<file path="config.mk">
export PLATFORM = sky130hd
export DESIGN_NAME = clock_tick_timer
export DESIGN_NICKNAME = d
export VERILOG_FILES = /design/src/rtl/ctt_pkg.sv /design/src/rtl/ctt_tick_gen.sv /design/src/rtl/ctt_counter.sv /design/src/rtl/ctt_irq_ctrl.sv /design/src/rtl/clock_tick_timer.sv
export SDC_FILE = /design/constraint.sdc
export NUM_CORES = 1
export LEC_CHECK = 0
export BUFFER_PORTS_ARGS = -buffer_cell sky130_fd_sc_hd__buf_2
export CORE_UTILIZATION = 50
export DETAILED_ROUTE_END_ITERATION = 8
export MAX_ROUTING_LAYER = met4
export PLACE_DENSITY = 0.72
export SYNTH_ARGS = -nofsm -noshare
export SYNTH_HDL_FRONTEND = slang
export SYNTH_SLANG_ARGS = --single-unit
</file>
<file path="constraint.sdc">
create_clock -name clk -period 2.7 [get_ports clk]
set_input_delay 0.135 -clock clk [delete_from_list [all_inputs] [get_ports clk]]
set_output_delay 0.135 -clock clk [all_outputs]
set_load 0.02 [all_outputs]
</file>
<file path="src/rtl/ctt_pkg.sv">
package ctt_pkg;

  localparam int CNT_W    = 8;
  localparam int NUM_TAPS = 4;
  localparam int WR_W     = NUM_TAPS;
  localparam int RD_W     = CNT_W;

  localparam int CTRL_RUN_BIT = 0;
  localparam int CTRL_CLR_BIT = 1;

  typedef enum logic [1:0] {
    ADDR_CTRL  = 2'd0,
    ADDR_IRQEN = 2'd1,
    ADDR_FLAG  = 2'd2,
    ADDR_COUNT = 2'd3
  } reg_addr_e;

  // counter bit that drives tap number idx (32, 8, 2, 1 Hz)
  function automatic int tap_bit(input int idx);
    case (idx)
      0:       return 2;
      1:       return 4;
      2:       return 6;
      default: return 7;
    endcase
  endfunction

  // bit b goes 1 -> 0 on an increment exactly when bits b..0 are all ones
  function automatic logic bit_falls(input logic [CNT_W-1:0] c, input int b);
    logic [CNT_W-1:0] m;
    m = {CNT_W{1'b1}} >> (CNT_W - 1 - b);
    return (c & m) == m;
  endfunction

endpackage

</file>
<file path="src/rtl/ctt_tick_gen.sv">
module ctt_tick_gen #(
  parameter int DIV_RATIO = 128
) (
  input  logic clk,
  input  logic rst_n,
  input  logic sleep_i,
  input  logic restart_i,
  output logic tick_o
);

  localparam int DIV_W = (DIV_RATIO > 2) ? $clog2(DIV_RATIO) : 1;
  localparam logic [DIV_W-1:0] LAST = DIV_W'(DIV_RATIO - 1);

  logic [DIV_W-1:0] div_cnt;
  logic             wrap;

  assign wrap = (div_cnt == LAST);

  always_ff @(posedge clk or negedge rst_n) begin
    if (!rst_n)          div_cnt <= '0;
    else if (restart_i)  div_cnt <= '0;
    else if (wrap)       div_cnt <= '0;
    else                 div_cnt <= div_cnt + DIV_W'(1);
  end

  // sleep removes the strobe; restart cancels the pending one
  assign tick_o = wrap & ~sleep_i & ~restart_i;

endmodule

</file>
<file path="src/rtl/ctt_counter.sv">
module ctt_counter
  import ctt_pkg::*;
(
  input  logic                clk,
  input  logic                rst_n,
  input  logic                clear_i,
  input  logic                step_i,
  output logic [CNT_W-1:0]    count_o,
  output logic [NUM_TAPS-1:0] tap_fall_o
);

  logic [CNT_W-1:0] count_q;
  logic             advance;

  assign advance = step_i & ~clear_i;

  always_ff @(posedge clk or negedge rst_n) begin
    if (!rst_n)        count_q <= '0;
    else if (clear_i)  count_q <= '0;
    else if (advance)  count_q <= count_q + CNT_W'(1);
  end

  for (genvar g = 0; g < NUM_TAPS; g++) begin : g_tap
    assign tap_fall_o[g] = advance & bit_falls(count_q, tap_bit(g));
  end

  assign count_o = count_q;

endmodule

</file>
<file path="src/rtl/ctt_irq_ctrl.sv">
module ctt_irq_ctrl
  import ctt_pkg::*;
(
  input  logic                clk,
  input  logic                rst_n,
  input  logic [NUM_TAPS-1:0] set_i,
  input  logic [NUM_TAPS-1:0] clr_i,
  input  logic                en_we_i,
  input  logic [NUM_TAPS-1:0] en_wdata_i,
  output logic [NUM_TAPS-1:0] flags_o,
  output logic [NUM_TAPS-1:0] en_o,
  output logic                irq_o
);

  logic [NUM_TAPS-1:0] flags_q;
  logic [NUM_TAPS-1:0] en_q;

  always_ff @(posedge clk or negedge rst_n) begin
    if (!rst_n)        en_q <= '0;
    else if (en_we_i)  en_q <= en_wdata_i;
  end

  // a set in the same cycle beats a clear
  always_ff @(posedge clk or negedge rst_n) begin
    if (!rst_n) flags_q <= '0;
    else        flags_q <= (flags_q & ~clr_i) | set_i;
  end

  assign flags_o = flags_q;
  assign en_o    = en_q;
  assign irq_o   = |(flags_q & en_q);

endmodule

</file>
<file path="src/rtl/clock_tick_timer.sv">
module clock_tick_timer
  import ctt_pkg::*;
#(
  parameter int DIV_RATIO = 128
) (
  input  logic            clk,
  input  logic            rst_n,
  input  logic            sleep_i,
  input  logic            restart_i,
  input  logic            reg_we_i,
  input  logic [1:0]      reg_addr_i,
  input  logic [WR_W-1:0] reg_wdata_i,
  output logic [RD_W-1:0] reg_rdata_o,
  output logic            irq_o
);

  reg_addr_e           addr;
  logic                wr_ctrl, wr_en, wr_flag;
  logic                run_q;
  logic                sw_clear;
  logic                tick;
  logic                step;
  logic [CNT_W-1:0]    count;
  logic [NUM_TAPS-1:0] tap_fall;
  logic [NUM_TAPS-1:0] flag_clr;
  logic [NUM_TAPS-1:0] flags;
  logic [NUM_TAPS-1:0] en;

  assign addr     = reg_addr_e'(reg_addr_i);
  assign wr_ctrl  = reg_we_i && (addr == ADDR_CTRL);
  assign wr_en    = reg_we_i && (addr == ADDR_IRQEN);
  assign wr_flag  = reg_we_i && (addr == ADDR_FLAG);
  assign sw_clear = wr_ctrl & reg_wdata_i[CTRL_CLR_BIT];
  assign flag_clr = wr_flag ? reg_wdata_i : '0;

  always_ff @(posedge clk or negedge rst_n) begin
    if (!rst_n)        run_q <= 1'b0;
    else if (wr_ctrl)  run_q <= reg_wdata_i[CTRL_RUN_BIT];
  end

  ctt_tick_gen #(.DIV_RATIO(DIV_RATIO)) u_tick (
    .clk       (clk),
    .rst_n     (rst_n),
    .sleep_i   (sleep_i),
    .restart_i (restart_i),
    .tick_o    (tick)
  );

  assign step = run_q & tick;

  ctt_counter u_cnt (
    .clk        (clk),
    .rst_n      (rst_n),
    .clear_i    (sw_clear),
    .step_i     (step),
    .count_o    (count),
    .tap_fall_o (tap_fall)
  );

  ctt_irq_ctrl u_irq (
    .clk        (clk),
    .rst_n      (rst_n),
    .set_i      (tap_fall),
    .clr_i      (flag_clr),
    .en_we_i    (wr_en),
    .en_wdata_i (reg_wdata_i),
    .flags_o    (flags),
    .en_o       (en),
    .irq_o      (irq_o)
  );

  always_comb begin
    reg_rdata_o = '0;
    case (addr)
      ADDR_CTRL:  reg_rdata_o[CTRL_RUN_BIT] = run_q;
      ADDR_IRQEN: reg_rdata_o[NUM_TAPS-1:0] = en;
      ADDR_FLAG:  reg_rdata_o[NUM_TAPS-1:0] = flags;
      default:    reg_rdata_o = count;
    endcase
  end

endmodule

</file>
==> metrics.yaml, run 1 <==
clocking:
  cts_max_level: 1
  cts_setup_buffers: 0
  clockBufferDepth: 2
  clock_sinks: 24
  worst_skew_pair.late_latency_ps: 320
  clk_pin_slew_ps: 130
  numCtsBuffers: 3
  cts_tree: "yes"
  cts_root_buffer: "clkbuf_4"
timing:
  fin_crit_sh: 0.757
  worstMarginPinSlew_ps: 574
  slew_headroom: 0.615
  rsz0062_at_grt: "false"
  fin_ws_ps: 657
  final_hold_viol_count: 0
  final.setup.tns_ps: 0
  max_freq_ghz: 0.489
  fin_worst_skew_ps: 2.57
  slew_violations: 0
  post-route-min-period_ps: 2040
  finalSetupViolations: 0
route:
  drcViolationCount: 0
  ant_nets: 0
  drt_iter0_markers: 18
  viasPerCell: 5.79
  drt-pass1-iter-count: 4
  via_count: 973
  wl_per_cell_um: 15.1
  wirelength_um: 2540
grt:
  overflow: 0
  grt_pass1_wl_um: 4260
  antenna_found_initial: 0
  grt_pass1_vias: 983
  grt_max_degree: 25
  grt_util_all_layers: 0.223
yosys:
  avgSynthCellArea_um2: 10.7
  ys_types: 34
  synthFlopType: "dfrtp_1"
  yosysSeqAreaShare: 0.473
  async_reset_ff_frac: 1.00
  syn_inst: 119
  ys_top_cells_by_area: "dfrtp_1, mux2_2, ha_1, nand2_1, a22o_1"
  netlist_area_um2: 1270
  synth_top_area_share: 0.473
  yosysWarnings: 0
  synth_edf_count: 0
  syn-num-nets: 134
  yosys.area.top_type: "dfrtp_1"
  synth.ff_latch_count: 24
power_and_ir_drop:
  ir_drop_v: 0.000308
  clkPwrFrac: 0.289
  p_sw_w: 0.000167
  switching_share: 0.250
  seq_power_share: 0.587
  power.leakage_nw: 0.695
  power-per-cell-area_nw_per_um2: 468
  internal_power_w: 0.000502
  p_comb_frac: 0.124
final_layout:
  n_antenna_cell: 0
  area_growth_pct: 12.7
  num-nets-final: 156
  drive_gt1_frac: 0.271
  final_common_cell: "dfrtp_1"
  final_cell_mix: "dfrtp_1, buf_2, nand2_1"
worst_setup_path:
  cp_slowest_stage_delay_ps: 640
  crit_path_cell_trace: "ha_1 > nand3_1 > or4_4 > or3_1 > a21oi_1"
  worstSetupPathType: "reg -> reg"
  slowest_stage: "or4_4"
  start_kind: "flip-flop"
  arrival_ps: 2300
  endpoint_kind: "flip-flop"
  path_max_fanout: 7
  worstPathRequired_ps: 2960
job:
  drv_cap: 0
die:
  die_w_um: 52.4
  fp.coreArea_um2: 2300
  num_io_pins: 20
  num_rows: 17
  dieArea_um2: 2750
  die_y_um: 52.4
  start_util: 0.553
hold_path:
  hold_class: "in -> reg"
placed_design:
  io_buffer_count: 19
  dp_slack_ps: 713
  place.gp.congestion: 0.781
  dpl.hpwl_um: 1860
run_status:
  outcome: "finished clean"
-- power groups by stage --
stage	clock, W	sequential [W]	combinational [W]
after floorplan	0	0.000394	0.0000556
after global placement	0	0.000399	0.0000793
after detailed placement	0	0.000400	0.0000825
after CTS	0.000195	0.000393	0.0000842
after global routing	0.000206	0.000395	0.0000912
final	0.000194	0.000393	0.0000829
-- area by class of cell --
type                       instances  area, µm²
sequential                        24        601
clock buffer                       4       36.3
multi-input combinational         88        636
inverter                           3       11.3
tap                               28       35.0
timing repair buffer              21        113
fill                             204        866
-- worst max-delay path, delay by kind of cell, from the launching register on --
kind	cells	cell delay (ps)
AND/OR/NAND/NOR	3	1240
adder cells (fa/ha/maj)	1	190
AO/OA/AOI/OAI	1	160
flip-flops	1	390
-- metrics by stage --
stage	total power, W	cell area (µm²)	utilization	instances	hold WS [ps]
after floorplan	0.000450	1270	-	119	-161
final	0.000670	1430	0.623	168	49.6
after global placement	0.000478	1390	0.603	163	136
after global routing	0.000692	1430	0.623	168	49.1
after detailed placement	0.000483	1390	0.603	163	141
after CTS	0.000673	1430	0.623	168	47.9
-- path summary, 6_finish.rpt --
path	cells after the start	from	slack, ps	end
hold reg to reg	1	u_tick.div_cnt[0]	470	u_tick.div_cnt[0]
setup reg to reg	5	u_tick.div_cnt[0]	660	u_cnt.count_o[7]
max in group asynchronous	2	rst_n	2040	u_cnt.count_o[6]
setup / recovery	5	u_tick.div_cnt[0]	660	u_cnt.count_o[7]
hold / removal	2	restart_i	50	u_tick.div_cnt[6]
min in group asynchronous	2	rst_n	310	u_tick.div_cnt[4]
-- what timing repair did --
| action | CTS | global route |
|---|---|---|
| hold buffers | 1 | 0 |
| endpoints found under the hold margin | 24 | 0 |
| resized for setup | 0 | 0 |
-- cells in the mapped netlist (2+ instances only) --
library cell / instances
a21oi_1: 3
a22o_1: 5
a22oi_1: 2
and3_1: 5
clkbuf_1: 3
dfrtp_1: 24
ha_1: 4
inv_1: 3
mux2_2: 8
mux2i_1: 3
nand2_1: 12
nand3_1: 6
nor2_1: 10
nor3_1: 3
o21ai_0: 3
or3_1: 3
xnor2_1: 3
xor2_1: 3
-- cells by family (layout without fill, tap and decap cells) --
family | count (synthesis) | after routing | synth area share
xor+xnor | 6 | 6 | 0.0414
flops | 24 | 24 | 0.473
fa+ha+maj | 4 | 4 | 0.0394
mux | 12 | 12 | 0.112
buf+inv | 7 | 28 | 0.0266
simple gates | 51 | 51 | 0.227
compound gates | 15 | 15 | 0.0808
-- registers in the layout, summed over array words and instances, names as in the netlist --
name,count
run_q,1
u_tick.div_cnt,7
u_irq.flags_o,4
u_irq.en_o,4
u_cnt.count_o,8
-- per-layer routing --
layer | GRT usage | vias up | share of wire
met4 | 0.105 | 0 | 0.018
met2 | 0.359 | 31 | 0.44
met1 | 0.275 | 461 | 0.50
li1 | - | 476 | -
met3 | 0.0348 | 5 | 0.033
met5 | - | - | 0
(Power assumes the default switching activity.)
==> run 2, diff against run 1 <==
--- a/config.mk
+++ b/config.mk
@@ -5,11 +5,12 @@
 export SDC_FILE = /design/constraint.sdc
 export NUM_CORES = 1
 export LEC_CHECK = 0
+export ABC_AREA = 1
 export BUFFER_PORTS_ARGS = -buffer_cell sky130_fd_sc_hd__buf_2
 export CORE_UTILIZATION = 50
 export DETAILED_ROUTE_END_ITERATION = 8
 export MAX_ROUTING_LAYER = met4
-export PLACE_DENSITY = 0.72
+export PLACE_DENSITY = 0.74
 export SYNTH_ARGS = -nofsm -noshare
 export SYNTH_HDL_FRONTEND = slang
 export SYNTH_SLANG_ARGS = --single-unit
==> constraint.sdc (replaced) <==
create_clock -name clk -period 1.8 [get_ports clk]
set_input_delay 0.09 -clock clk [delete_from_list [all_inputs] [get_ports clk]]
set_output_delay 0.09 -clock clk [all_outputs]
set_load 0.02 [all_outputs]
==> run 2 against run 1 <==
Compared with the run above: cell area up 3.7%; clock-buffer cell count down 1; fmax up 36%; setup slack worse by 360 ps; flip-flop and latch count unchanged; highest routed layer unchanged.
==> metrics.yaml, run 2 <==
grt:
  grt_pass1_wl_um: 4080  # -4.2%
  grt_use_met1: 0.267  # -0.00718
  gr-usage-met2: 0.335  # -0.0232
  grt_pass1_vias: 1002  # +1.9%
  overflow: 0  # unchanged
  grtUsageMet3: 0.0261  # -0.00870
  top_usage_layer: "met2"
  grt_util_all_layers: 0.205  # -0.0179
  grt_max_degree: 25  # unchanged
  antenna_found_initial: 0  # unchanged
timing:
  worstMarginPinSlew_ps: 519  # -55.0 ps
  max_freq_ghz: 0.663  # +36%
  slew_headroom: 0.654  # +0.0387
  fin_crit_sh: 0.837  # +0.0808
  fin_worst_skew_ps: 16.1  # +13.6 ps
  final.setup.tns_ps: 0  # unchanged
  slew_violations: 0  # unchanged
  post-route-min-period_ps: 1510  # -535 ps
  final_hold_viol_count: 0  # unchanged
  rsz0062_at_grt: "false"
  finalSetupViolations: 0  # unchanged
placed_design:
  io_buffer_count: 19  # unchanged
  place_area_um2: 1410  # +1.9%
  dpl.hpwl_um: 1850  # -0.35%
  place.gp.congestion: 0.804  # +2.9%
worst_setup_path:
  start_kind: "flip-flop"
  r2r_cells: 7  # +2
  r2r_setup_slack_ps: 290  # -360 ps
  slowest_stage: "dfrtp_1"
  arrival_ps: 1760  # -540 ps
  crit_path_cell_trace: "ha_1 > nand3_2 > nor2_2 > nand2_2 > nor2_4 > nand2_1 > o21ai_2"
  path_max_fanout: 12  # +5
  rr_endpoint: "u_cnt.count_o[2]"
  endpoint_kind: "flip-flop"
  timing.rr.start: "u_tick.div_cnt[0]"
  cp_slowest_stage_delay_ps: 420  # -220 ps
  worstPathRequired_ps: 2050  # -910 ps
  worstSetupPathType: "reg -> reg"
route:
  drcViolationCount: 0  # unchanged
  ant_nets: 0  # unchanged
  drt-pass1-iter-count: 4  # unchanged
  via_count: 1109  # +14%
  viasPerCell: 5.09  # -12%
  drt_iter0_markers: 19  # +1
  wirelength_um: 2480  # -2.6%
  wl_per_cell_um: 11.4  # -25%
yosys:
  yosys.area_share.simple: 0.289  # +0.0624
  syn-num-nets: 179  # +34%
  syn_inst: 164  # +38%
  synth.ff_latch_count: 24  # unchanged
  synth_top_family_by_area: "simple AND/OR/NAND/NOR gates"
  synthAdderAreaFrac: 0.0388  # -0.000612
  async_reset_ff_frac: 1.00  # unchanged
  netlist_top_cells_count: "nand2_1, dfrtp_1, inv_1"
  synth_compound_area_frac: 0.0980  # +0.0172
  yosysWarnings: 0  # unchanged
  ys_top_cells_by_area: "dfrtp_1, nand2_1, inv_1, nor2_1, o21ai_0"
  synthFlopType: "dfrtp_1"
  synth_xor_area_frac: 0.0272  # -0.0142
  synth_edf_count: 0  # unchanged
  synth.area.mux_share: 0  # -0.112
  synth_top_area_share: 0.466  # -0.00734
  yosysMostFrequentCell: "nand2_1"
  yosysSeqAreaShare: 0.466  # -0.00734
  yosys.area.top_type: "dfrtp_1"
  netlist_area_um2: 1290  # +1.6%
  ys_types: 25  # -26%
  avgSynthCellArea_um2: 7.87  # -26%
die:
  start_util: 0.525  # -0.0273
  die_y_um: 52.8  # +0.76%
  num_io_pins: 20  # unchanged
  fp.coreArea_um2: 2450  # +6.9%
  dieArea_um2: 2790  # +1.5%
  die_w_um: 52.8  # +0.76%
  num_rows: 18  # +1
final_layout:
  n_antenna_cell: 0  # unchanged
  drive_gt1_frac: 0.186  # -0.0853
  final_core_utilization: 0.604  # -0.0186
  final_common_cell: "nand2_1"
  final_area_um2: 1480  # +3.7%
  area_growth_pct: 15.0
  final_cell_mix: "nand2_1, dfrtp_1, inv_1"
  num-nets-final: 204  # +31%
  largest_reg_flops: 8  # unchanged
hold_path:
  worstHoldPathCells: 3  # +1
  hold_start: "reg_wdata_i[3]"
  min_to: "u_irq.en_o[3]"
  hold_class: "in -> reg"
clocking:
  cts_root_buffer: "clkbuf_4"
  worst_skew_pair.late_latency_ps: 320  # about the same
  clockBufferDepth: 2  # unchanged
  cts_max_level: 1  # unchanged
  numCtsBuffers: 3  # unchanged
  clock_sinks: 24  # unchanged
  cts_tree: "yes"
  clk_pin_slew_ps: 150  # +20 ps
power_and_ir_drop:
  power-per-cell-area_nw_per_um2: 741  # +58%
  ir_drop_v: 0.000482  # +56%
  power.leakage_nw: 0.792  # +14%
run_status:
  outcome: "finished clean"
job:
  drv_cap: 0  # unchanged
-- run 2: cell count changes in the layout (fill, tap and decap cells not counted), moves of 3 or more --
cell	change
or3_1	-3
mux2i_1	-3
a22o_1	-5
nand2_1	+36
nor2_1	+9
o21ai_0	+9
mux2_2	-8
and3_1	-5
inv_1	+20
a21oi_1	-3
-- run 2: repair_timing --
action,CTS,global route
endpoints found under the setup margin,0,0
endpoints found under the hold margin,27,0
hold buffers,2,0
gates resized for setup,0,0
setup buffers,0,0
-- run 2: power by group --
group	switching, W	leakage (nW)	internal, W
Sequential	0.0000254	0.325	0.000567
Combinational	0.0000704	0.439	0.0000427
Clock	0.000169	0.0279	0.000225
Total	0.000265	0.792	0.000835
-- run 2: area by class of cell --
class                   instances  area [µm²]
clock buffers                   3        22.5
clock inverters                 1        30.0
fillers                       223         971
inverters                      25        93.8
multi-input cells             114         584
flip-flops and latches         24         601
well taps                      30        37.5
repair buffers                 21         115
-- run 2: logic make-up (layout without fill, tap and decap cells) --
family	count (synthesis)	in the layout
buffers and inverters	26	50
adders and majority gates	4	4
AOI/OAI and AO/OA	20	20
DFF	24	24
and+or+nand+nor	86	86
xor gates and xnor gates	4	4
-- run 2: worst max path at each step --
stage | slack, ps | end | startpoint | depth (start not counted)
floorplan | 510 | u_cnt.count_o[2] | u_tick.div_cnt[0] | 8
global placement | 430 | u_cnt.count_o[7] | u_tick.div_cnt[0] | 7
detailed placement | 320 | u_cnt.count_o[2] | u_tick.div_cnt[0] | 7
CTS | 280 | u_cnt.count_o[2] | u_tick.div_cnt[0] | 7
global route | 120 | u_cnt.count_o[2] | u_tick.div_cnt[0] | 7
finish | 290 | u_cnt.count_o[2] | u_tick.div_cnt[0] | 7
-- run 2: metal layers --
| metal | part of all wire | routed length (µm) |
|---|---|---|
| met2 | 0.45 | 1110 |
| met4 | 0.0093 | 23 |
| met1 | 0.50 | 1240 |
| met5 | 0 | 0 |
| met3 | 0.045 | 112 |
-- run 2: critical path: cells and delay by family (launching register included) --
kind                     cells  cell delay [ps]
AO/OA/AOI/OAI                1               70
flip-flops                   1              420
adder cells (fa/ha/maj)      1              210
AND/OR/NAND/NOR              5              740
-- run 2: per-stage QoR --
stage                     total power [W]  cells  hold slack, ps  setup WS (ps)
after floorplan                  0.000662    164            -206            513
after global placement           0.000709    212            93.4            427
after detailed placement         0.000713    212            99.5            323
after CTS                         0.00110    218            31.9            279
after global routing              0.00115    218            41.2            123
final                             0.00110    218            36.6            293
==> run 3, diff against run 2 <==
--- a/config.mk
+++ b/config.mk
@@ -5,12 +5,12 @@
 export SDC_FILE = /design/constraint.sdc
 export NUM_CORES = 1
 export LEC_CHECK = 0
-export ABC_AREA = 1
+export ABC_AREA = 0
 export BUFFER_PORTS_ARGS = -buffer_cell sky130_fd_sc_hd__buf_2
 export CORE_UTILIZATION = 50
 export DETAILED_ROUTE_END_ITERATION = 8
 export MAX_ROUTING_LAYER = met4
-export PLACE_DENSITY = 0.74
+export PLACE_DENSITY = 0.72
 export SYNTH_ARGS = -nofsm -noshare
 export SYNTH_HDL_FRONTEND = slang
 export SYNTH_SLANG_ARGS = --single-unit
==> constraint.sdc (replaced) <==
create_clock -name clk -period 1.5 [get_ports clk]
set_input_delay 0.075 -clock clk [delete_from_list [all_inputs] [get_ports clk]]
set_output_delay 0.075 -clock clk [all_outputs]
set_load 0.02 [all_outputs]
==> run 3 against run 2 <==
Compared with the run above: the run now ends with negative setup slack left; die area is 1.5% lower; final cell count fell by 14%; cell area rose by 12%; flip-flop and latch count did not move; wire length is 9.9% higher; total power grew 7.5%; critical path depth is 3 lower; core utilization rose by 12 points; clock power is 28% lower; register-to-register slack worse by 540 ps; hold slack got worse by 26 ps; critical path type unchanged; largest cell class is now multi-input combinational cells.
==> metrics.yaml, run 3 (same netlist as run 1, synthesis figures left out) <==
run_status:
  outcome: "finished with violations"
  violations: "negative setup slack"
timing:
  post-route-min-period_ps: 1750  # +242 ps
  fin_ws_ps: -249  # -542 ps
  worstMarginPinSlew_ps: 539  # +19.6 ps
  slew_headroom: 0.641  # -0.0130
  final.setup.tns_ps: -1330  # -1330 ps
  fin_crit_sh: 1.17  # +0.329
  rsz0062_at_grt: "true"
  fin_worst_skew_ps: 1.24  # -14.9 ps
  final_hold_viol_count: 0  # unchanged
  slew_violations: 0  # unchanged
  max_freq_ghz: 0.572  # -14%
  finalSetupViolations: 10  # +10
clocking:
  clockBufferDepth: 2  # unchanged
  clock_sinks: 24  # unchanged
  numCtsBuffers: 3  # unchanged
  clk_pin_slew_ps: 130  # -20 ps
  cts_root_buffer: "clkbuf_4"
  worst_skew_pair.late_latency_ps: 310  # about the same
  cts_max_level: 1  # unchanged
  cts_tree: "yes"
final_layout:
  fillers: 160  # -28%
  num-nets-final: 176  # -14%
  area_growth_pct: 30.5
  drive_gt1_frac: 0.415  # +0.229
  n_antenna_cell: 0  # unchanged
  final_cell_mix: "dfrtp_1, buf_4, buf_2"
  multi_input_area_um2: 699  # +20%
  final_common_cell: "dfrtp_1"
  largest_reg_flops: 8  # unchanged
  register_area_um2: 601  # unchanged
grt:
  grt_util_all_layers: 0.231  # +0.0262
  overflow: 0  # unchanged
  grt_max_degree: 25  # unchanged
  grt_pass1_wl_um: 4400  # +7.6%
  grt_pass1_vias: 971  # -3.1%
  antenna_found_initial: 0  # unchanged
route:
  ant_nets: 0  # unchanged
  wl_per_cell_um: 14.6  # +28%
  viasPerCell: 5.43  # +6.8%
  drt-pass1-iter-count: 4  # unchanged
  wirelength_um: 2720  # +9.9%
  drt_iter0_markers: 16  # -3
  via_count: 1016  # -8.4%
  drcViolationCount: 0  # unchanged
power_and_ir_drop:
  power.leakage_nw: 0.802  # +1.3%
  internal_power_w: 0.000881  # +5.5%
  ir_drop_v: 0.000689  # +43%
  p_sw_w: 0.000302  # +14%
  p_comb_frac: 0.163  # +0.060
  fin_total_pwr_w: 0.00118  # +7.5%
  clkPwrFrac: 0.238  # -0.121
  power-per-cell-area_nw_per_um2: 714  # -3.7%
  seq_power_share: 0.599  # +0.060
  switching_share: 0.255  # +0.0142
worst_setup_path:
  endpoint_kind: "flip-flop"
  rr_endpoint: "u_cnt.count_o[7]"
  arrival_ps: 2000  # +240 ps
  worstPathRequired_ps: 1750  # -300 ps
  timing.rr.start: "run_q"
  worstSetupPathType: "reg -> reg"
  start_kind: "flip-flop"
  r2r_setup_slack_ps: -250  # -540 ps
  r2r_cells: 4  # -3
  path_max_fanout: 5  # -7
hold_path:
  hold_class: "in -> reg"
  hold_start: "reg_wdata_i[3]"
  min_to: "u_irq.en_o[3]"
  worstHoldPathCells: 2  # -1
die:
  num_io_pins: 20  # unchanged
  die_w_um: 52.4  # -0.76%
  num_rows: 17  # -1
  fp.coreArea_um2: 2300  # -6.4%
  dieArea_um2: 2750  # -1.5%
  die_y_um: 52.4  # -0.76%
  start_util: 0.553  # +0.0273
placed_design:
  place.gp.congestion: 0.763  # -5.0%
  io_buffer_count: 19  # unchanged
  dpl.hpwl_um: 2000  # +8.2%
job:
  drv_cap: 0  # unchanged
==> run 3: cell types whose count changed in the layout (fill, tap and decap cells not counted), sizes merged, moves of 4 or more <==
| cell | change |
|---|---|
| and3 | +5 |
| mux2 | +8 |
| inv | -22 |
| nand2 | -38 |
| nor2 | -11 |
| buf | +21 |
| a22o | +5 |
| nand3 | -4 |
| o21ai | -10 |
==> run 3: metal layers <==
metal / routed length, µm / global-route usage / part of all wire / vias to the layer above
li1: - / - / - / 505
met1: 1390 / 0.331 / 0.51 / 483
met2: 1190 / 0.342 / 0.44 / 24
met3: 94 / 0.0348 / 0.035 / 4
met4: 45 / 0.0658 / 0.017 / 0
met5: 0 / - / 0 / -
==> run 3: power by group through the flow <==
stage | Combinational, W | Clock [W] | Sequential [W]
after floorplan | 0.000103 | 0 | 0.000713
after global placement | 0.000170 | 0 | 0.000718
after detailed placement | 0.000176 | 0 | 0.000721
after CTS | 0.000191 | 0.000283 | 0.000708
after global routing | 0.000210 | 0.000309 | 0.000713
final | 0.000193 | 0.000282 | 0.000709
==> run 3: final cells by class <==
cell class	instances	share of cell area
repair buffers	41	0.174
flip-flops and latches	24	0.362
multi-input cells	88	0.422
clock buffers	3	0.0136
well taps	28	0.0211
inverters	3	0.00679
==> run 3: critical path: stages, from the launching register on <==
cell     delay, ps
dfrtp_1        370
or3b_4         400
or4_4          450
or3_4          350
a21oi_2        120
==> run 3: worst max path at each step <==
| stage | startpoint | end | cells past startpoint |
|---|---|---|---|
| 5_1_grt | u_tick.div_cnt[1] | u_cnt.count_o[7] | 5 |
| 6_report | run_q | u_cnt.count_o[7] | 4 |
| 2_1_floorplan | u_tick.div_cnt[0] | u_cnt.count_o[5] | 5 |
| 3_5_place_dp | run_q | u_cnt.count_o[5] | 4 |
| 4_1_cts | run_q | u_cnt.count_o[5] | 4 |
| 3_3_place_gp | run_q | u_cnt.count_o[7] | 4 |
==> run 3: stage by stage <==
stage	worst slack, ps	hold slack, ps	instances	util	cell area, µm²
floorplan	-177	-221	119	-	1290
global placement	-159	75.3	179	0.666	1530
detailed placement	-261	87.1	179	0.666	1530
CTS	-239	7.56	187	0.710	1630
global route	-311	3.13	187	0.722	1660
finish	-249	10.2	187	0.722	1660
==> run 3: timing repair <==
item / CTS / global route
gates resized for setup: 11 / 6
pin swaps: 1 / 0
hold endpoints to repair: 24 / 0
endpoints found under the setup margin: 11 / 15
setup buffers: 5 / 0
hold buffers: 1 / 0
